--- src/rtl/cdsc_pkg.sv ---
package cdsc_pkg;
  localparam int DATA_W = 8;

  // control byte fields
  localparam int CTL_VS2 = 7;
  localparam int CTL_VS1 = 6;
  localparam int CTL_SWT = 5;
  localparam int CTL_RES = 4;
  localparam int CTL_RMV = 1;

  // companion register fields
  localparam int CFG_CDEN  = 3;
  localparam int STAT_CD   = 3;
  localparam int GLB_SWCLR = 2;

  typedef struct packed {
    logic ctlWr;
    logic cfgWr;
    logic glbWr;
    logic swTrig;
    logic cdClr;
    logic swCancel;
    logic resumeVal;
    logic removalVal;
    logic cdEnVal;
    logic glbVal;
  } strobe_t;
endpackage

--- src/rtl/cdsc_sync.sv ---
module cdsc_sync #(
  parameter int WIDTH = 2,
  parameter int STAGES = 2,
  parameter logic RST_VAL = 1'b0
) (
  input  logic             clk,
  input  logic             rstN,
  input  logic [WIDTH-1:0] din,
  output logic [WIDTH-1:0] dout
);
  logic [WIDTH-1:0] stage [STAGES];

  always_ff @(posedge clk or negedge rstN) begin
    if (!rstN) stage[0] <= {WIDTH{RST_VAL}};
    else       stage[0] <= din;
  end

  for (genvar s = 1; s < STAGES; s++) begin : g_stage
    always_ff @(posedge clk or negedge rstN) begin
      if (!rstN) stage[s] <= {WIDTH{RST_VAL}};
      else       stage[s] <= stage[s-1];
    end
  end

  assign dout = stage[STAGES-1];
endmodule

--- src/rtl/cdsc_ctrl.sv ---
module cdsc_ctrl
  import cdsc_pkg::*;
#(
  parameter int ADDR_W = 2,
  parameter logic [ADDR_W-1:0] CTL_ADDR  = 0,
  parameter logic [ADDR_W-1:0] CFG_ADDR  = 1,
  parameter logic [ADDR_W-1:0] STAT_ADDR = 2,
  parameter logic [ADDR_W-1:0] GLB_ADDR  = 3
) (
  input  logic [ADDR_W-1:0] busAddr,
  input  logic              busWr,
  input  logic [DATA_W-1:0] busWdata,
  input  logic              cdEn,
  input  logic              glbSwClr,
  output strobe_t           stb
);
  logic unusedBits;
  assign unusedBits = ^{busWdata[7:6], busWdata[0]};

  always_comb begin
    stb            = '0;
    stb.ctlWr      = busWr && (busAddr == CTL_ADDR);
    stb.cfgWr      = busWr && (busAddr == CFG_ADDR);
    stb.glbWr      = busWr && (busAddr == GLB_ADDR);
    stb.swTrig     = stb.ctlWr && busWdata[CTL_SWT] && cdEn;
    stb.cdClr      = busWr && (busAddr == STAT_ADDR) && busWdata[STAT_CD];
    stb.swCancel   = stb.cdClr && glbSwClr;
    stb.resumeVal  = busWdata[CTL_RES];
    stb.removalVal = busWdata[CTL_RMV];
    stb.cdEnVal    = busWdata[CFG_CDEN];
    stb.glbVal     = busWdata[GLB_SWCLR];
  end
endmodule

--- src/rtl/cdsc_dp.sv ---
module cdsc_dp
  import cdsc_pkg::*;
#(
  parameter int ADDR_W = 2,
  parameter logic [ADDR_W-1:0] CTL_ADDR  = 0,
  parameter logic [ADDR_W-1:0] CFG_ADDR  = 1,
  parameter logic [ADDR_W-1:0] STAT_ADDR = 2,
  parameter logic [ADDR_W-1:0] GLB_ADDR  = 3
) (
  input  logic              clk,
  input  logic              gRstN,
  input  logic              retRstN,
  input  strobe_t           stb,
  input  logic              present,
  input  logic [1:0]        vsSync,
  input  logic [ADDR_W-1:0] busAddr,
  input  logic              busRd,
  output logic [DATA_W-1:0] busRdata,
  output logic              cdEn,
  output logic              glbSwClr,
  output logic              resumeEn,
  output logic              removalEn,
  output logic              cdChange,
  output logic              cscIrq,
  output logic              ringN,
  output logic              sockRegRst
);
  logic presPrev, hwChange, swReq, wakeHold;

  always_ff @(posedge clk or negedge gRstN) begin
    if (!gRstN) presPrev <= 1'b0;
    else        presPrev <= present;
  end

  assign hwChange = present ^ presPrev;

  always_ff @(posedge clk or negedge retRstN) begin
    if (!retRstN) begin
      resumeEn   <= 1'b0;
      removalEn  <= 1'b0;
      cdEn       <= 1'b0;
      glbSwClr   <= 1'b0;
      swReq      <= 1'b0;
      cdChange   <= 1'b0;
      wakeHold   <= 1'b0;
      sockRegRst <= 1'b0;
    end else begin
      if (stb.ctlWr) begin
        resumeEn  <= stb.resumeVal;
        removalEn <= stb.removalVal;
      end
      if (stb.cfgWr) cdEn     <= stb.cdEnVal;
      if (stb.glbWr) glbSwClr <= stb.glbVal;
      // software request lives one cycle, unless cancelled
      swReq <= stb.swTrig;
      if (hwChange || (swReq && !stb.swCancel)) cdChange <= 1'b1;
      else if (stb.cdClr)                       cdChange <= 1'b0;
      if (hwChange && resumeEn) wakeHold <= 1'b1;
      else if (stb.cdClr)       wakeHold <= 1'b0;
      sockRegRst <= removalEn && presPrev && !present;
    end
  end

  assign cscIrq = cdChange && cdEn;
  assign ringN  = !wakeHold;

  always_comb begin
    busRdata = '0;
    if (busRd) begin
      case (busAddr)
        CTL_ADDR: begin
          busRdata[CTL_VS2] = vsSync[1];
          busRdata[CTL_VS1] = vsSync[0];
          busRdata[CTL_RES] = resumeEn;
          busRdata[CTL_RMV] = removalEn;
        end
        CFG_ADDR:  busRdata[CFG_CDEN]  = cdEn;
        STAT_ADDR: busRdata[STAT_CD]   = cdChange;
        GLB_ADDR:  busRdata[GLB_SWCLR] = glbSwClr;
        default:   busRdata = '0;
      endcase
    end
  end
endmodule

--- src/rtl/cdsc_top.sv ---
module cdsc_top
  import cdsc_pkg::*;
#(
  parameter int ADDR_W = 2,
  parameter int SYNC_STAGES = 2,
  parameter logic [ADDR_W-1:0] CTL_ADDR  = 0,
  parameter logic [ADDR_W-1:0] CFG_ADDR  = 1,
  parameter logic [ADDR_W-1:0] STAT_ADDR = 2,
  parameter logic [ADDR_W-1:0] GLB_ADDR  = 3
) (
  input  logic              clk,
  input  logic              gRstN,
  input  logic              pciRstN,
  input  logic              pmeEn,
  input  logic [1:0]        cdPinN,
  input  logic [1:0]        vsPin,
  input  logic [ADDR_W-1:0] busAddr,
  input  logic              busRd,
  input  logic              busWr,
  input  logic [DATA_W-1:0] busWdata,
  output logic [DATA_W-1:0] busRdata,
  output logic              cscIrq,
  output logic              ringN,
  output logic              sockRegRst
);
  logic effRstN, present, cdEn, glbSwClr, resumeEn, removalEn, cdChange;
  logic [1:0] cdSync, vsSync;
  strobe_t stb;

  assign effRstN = gRstN && (pciRstN || pmeEn);

  cdsc_sync #(.WIDTH(2), .STAGES(SYNC_STAGES), .RST_VAL(1'b1)) u_cdSync (
    .clk(clk), .rstN(gRstN), .din(cdPinN), .dout(cdSync));

  cdsc_sync #(.WIDTH(2), .STAGES(SYNC_STAGES), .RST_VAL(1'b0)) u_vsSync (
    .clk(clk), .rstN(gRstN), .din(vsPin), .dout(vsSync));

  assign present = !cdSync[0] && !cdSync[1];

  cdsc_ctrl #(.ADDR_W(ADDR_W), .CTL_ADDR(CTL_ADDR), .CFG_ADDR(CFG_ADDR),
              .STAT_ADDR(STAT_ADDR), .GLB_ADDR(GLB_ADDR)) u_ctrl (
    .busAddr(busAddr), .busWr(busWr), .busWdata(busWdata),
    .cdEn(cdEn), .glbSwClr(glbSwClr), .stb(stb));

  cdsc_dp #(.ADDR_W(ADDR_W), .CTL_ADDR(CTL_ADDR), .CFG_ADDR(CFG_ADDR),
            .STAT_ADDR(STAT_ADDR), .GLB_ADDR(GLB_ADDR)) u_dp (
    .clk(clk), .gRstN(gRstN), .retRstN(effRstN), .stb(stb),
    .present(present), .vsSync(vsSync), .busAddr(busAddr), .busRd(busRd),
    .busRdata(busRdata), .cdEn(cdEn), .glbSwClr(glbSwClr),
    .resumeEn(resumeEn), .removalEn(removalEn), .cdChange(cdChange),
    .cscIrq(cscIrq), .ringN(ringN), .sockRegRst(sockRegRst));
endmodule

--- config.mk ---
export PLATFORM = sky130hd
export DESIGN_NAME = cdsc_top
export DESIGN_NICKNAME = d
export VERILOG_FILES = /design/src/rtl/cdsc_pkg.sv /design/src/rtl/cdsc_sync.sv /design/src/rtl/cdsc_ctrl.sv /design/src/rtl/cdsc_dp.sv /design/src/rtl/cdsc_top.sv
export SDC_FILE = /design/constraint.sdc
export NUM_CORES = 1
export LEC_CHECK = 0
export BUFFER_PORTS_ARGS = -buffer_cell sky130_fd_sc_hd__buf_2
export CAP_MARGIN = 30
export CORE_MARGIN = 3
export CORE_UTILIZATION = 48
export CTS_CLUSTER_DIAMETER = 100
export CTS_CLUSTER_SIZE = 40
export DETAILED_ROUTE_END_ITERATION = 6
export GPL_ROUTABILITY_DRIVEN = 0
export GPL_TIMING_DRIVEN = 0
export PLACE_DENSITY = 0.81
export SYNTH_ARGS = -nofsm -noshare
export SYNTH_HDL_FRONTEND = slang
export SYNTH_SLANG_ARGS = --single-unit
--- constraint.sdc ---
create_clock -name clk -period 1.5 [get_ports clk]
set_input_delay 0.075 -clock clk [delete_from_list [all_inputs] [get_ports clk]]
set_output_delay 0.075 -clock clk [all_outputs]
set_load 0.05 [all_outputs]
==> results.yml <==
status:
  status: "finished clean"
layout:
  diodes: 0
  fin_area_um2: 957.2
  seqCellArea_um2: 430.4
  fill_cells: 98
  stdcell_count: 109
  syn_to_final_growth_pct: 34.21
  drive_gt1_share_pct: 42.55
  nets: 119
  utilization_pct: 70.90
  multiInputGateArea_um2: 256.5
logic_synthesis:
  synth.most_common_cell: "dfrtp_1"
  ys_warn_count: 0
  async_flop_share_pct: 100.0
  synth_area_leaders: "dfrtp_1 46%, dfstp_2 15%, mux2_4 8.4%"
  yosys-top-cells-count: "13 x dfrtp_1, 7 x nand2_1, 5 x and3_1"
  synth_edf_count: 0
  syn-cell-area_um2: 713.2
  ys.flop_type: "dfrtp_1"
  synth.avg_cell_area_um2: 12.51
  yosysTopAreaCell: "dfrtp_1"
  yosysTopAreaCellShare_pct: 45.61
  synth_seq_area_share_pct: 60.35
  ys_types: 20
  synth_seq_cells: 17
  synthCells: 57
global_routing:
  grt_max_degree: 11
  grt_usage_pct: 15.14
  grtUsageMet1_pct: 14.77
  global_route.usage.met3_pct: 4.878
  antenna_found_initial: 0
  grt-ovfl-total: 0
  met2_usage_pct: 28.37
  grt_pass1_vias: 553
  grt_first_pass_wirelength_um: 2159
  top_usage_layer: "met2"
floorplan:
  dieArea_um2: 1984
  die_w_um: 44.55
  ioPinCount: 31
  dieHeight_um: 44.55
  start_util_pct: 52.83
  rows: 13
  core_area_um2: 1350
sta:
  setup_ws_ns: 0.2830
  timing.setup.tns_ns: 0
  whs_ns: 0.02447
  setup_viol: 0
  post-route-period-util_pct: 81.13
  min_period_ns: 1.217
  fmax_mhz: 821.7
  slew_viol_final: 0
  rsz0062_at_grt: "no"
  fin_skew_ns: 0.002611
  hold_viol_final: 0
setup_path:
  cp.required_ns: 1.42
  cp_slowest_stage_delay_ns: 0.42
  critical-path-top-delay-family: "flip-flops"
  cp_data_arrival_time_ns: 1.14
  path_max_fanout: 4
  worst-setup-path-type: "flop to output pin"
  crit_buf_inv: 1
  worstSetupEndpointType: "output pin"
  worst_setup_path_start_kind: "flop"
  cpMaxStageDelayCell: "dfrtp_1"
  path_cells: "a22oi_1 -> nor2_1 -> buf_2"
power_and_ir_drop:
  powerDensity_nw_per_um2: 1042
  total_power_mw: 0.9972
  leakagePower_nw: 0.5287
  ir_worst_vdd_mv: 0.8620
drt:
  first_iter_violations: 7
  drc: 0
  vias: 504
  antenna_left: 0
  drtPass1Iterations: 4
  wl_um: 1319
  vias_per_cell: 4.624
  wire_per_inst_um: 12.10
cts:
  clkSinkCount: 17
  cts_tree: "done"
  clk_latency_ns: 0.28
  clock_path_buffers: 2
  cts-root-buf: "clkbuf_4"
  post_cts_resized: 0
  cts-htree-levels: 1
  clk_pin_slew_worst_paths_ns: 0.09
  numCtsBuffers: 3
place:
  post-place-cells: 98
  port_buffers: 25
  dpl.hpwl_um: 1054
  pre_cts_slack_ns: 0.4562
  dpl-instance-area_um2: 860.8
job:
  drv_cap: 0
hold_path:
  min_path_type: "input port to flop"
cells in the final DEF (no fill, tap or decap), types with 2 or more instances in the layout:
cell type	netlist	routed
conb_1	1	2
and3_1	5	5
buf_2	0	25
ha_1	4	4
mux2_4	4	4
nor2_1	3	3
buf_4	2	2
dlygate4sd3_1	0	7
dfstp_2	4	4
nand2_1	7	7
dfrtp_1	13	13
clkbuf_4	0	3
inv_1	4	4
cell families after synthesis:
group / Yosys count / synth area share [%]
AOI/OAI and AO/OA: 4 / 3.685
xor gates and xnor gates: 1 / 1.228
adders and majority gates: 4 / 7.018
buffers and inverters: 6 / 4.209
DFF: 17 / 60.35
muxes: 4 / 8.421
other: 1 / 0.5258
and+or+nand+nor: 20 / 14.56
area by class of cell:
type                    count  area share (%)
plain buffers               2           1.569
clock buffers               4           2.745
multi-input cells          35           26.80
flip-flops and latches     17           44.97
repair buffers             32           20.39
inverters                   4           1.569
well taps                  15           1.961
per-layer routing:
layer  vias to the layer above  routed length, um  part of all wire, %
met5                         -                  0                    0
met4                         0                 14                  1.1
met3                         2                 72                  5.5
met2                        15                733                   56
met1                       231                498                   38
li1                        256                  -                    -
report_power, final:
part	leakage (nW)	total, mW	switching, mW	internal [mW]
sequential	0.198	0.535	0.0298	0.505
clock	0.0150	0.230	0.127	0.103
combinational	0.316	0.233	0.139	0.0939
total	0.529	0.997	0.295	0.702
timing repair:
action,4_1_cts,5_1_grt
hold buffers,7,0
endpoints found under the hold margin,21,0
buffers inserted,0,0
path summary, 6_finish.rpt:
check | start | to | slack (ns) | cells past startpoint
worst max-delay path | u_dp.cdEn | busRdata[3] | 0.28 | 3
worst min-delay path | busWdata[2] | u_dp.glbSwClr | 0.02 | 2
worst max register to register | u_cdSync.dout[0] | u_dp.wakeHold | 0.55 | 3
worst min register to register | u_cdSync.stage[2] | u_cdSync.dout[0] | 0.36 | 0
max in group asynchronous | gRstN | u_dp.swReq | 0.75 | 3
min in group asynchronous | gRstN | u_vsSync.dout[0] | 0.17 | 2
state kept, by name (all words and copies together), names as in the netlist:
signal / cells
u_cdSync.dout: 2
u_dp.wakeHold: 1
u_dp.swReq: 1
u_dp.resumeEn: 1
u_vsSync.dout: 2
u_vsSync.stage: 2
u_dp.cdChange: 1
u_dp.glbSwClr: 1
u_dp.sockRegRst: 1
u_dp.presPrev: 1
u_cdSync.stage: 2
u_dp.cdEn: 1
u_dp.removalEn: 1
Note: power is estimated with default switching activity, not from simulation.
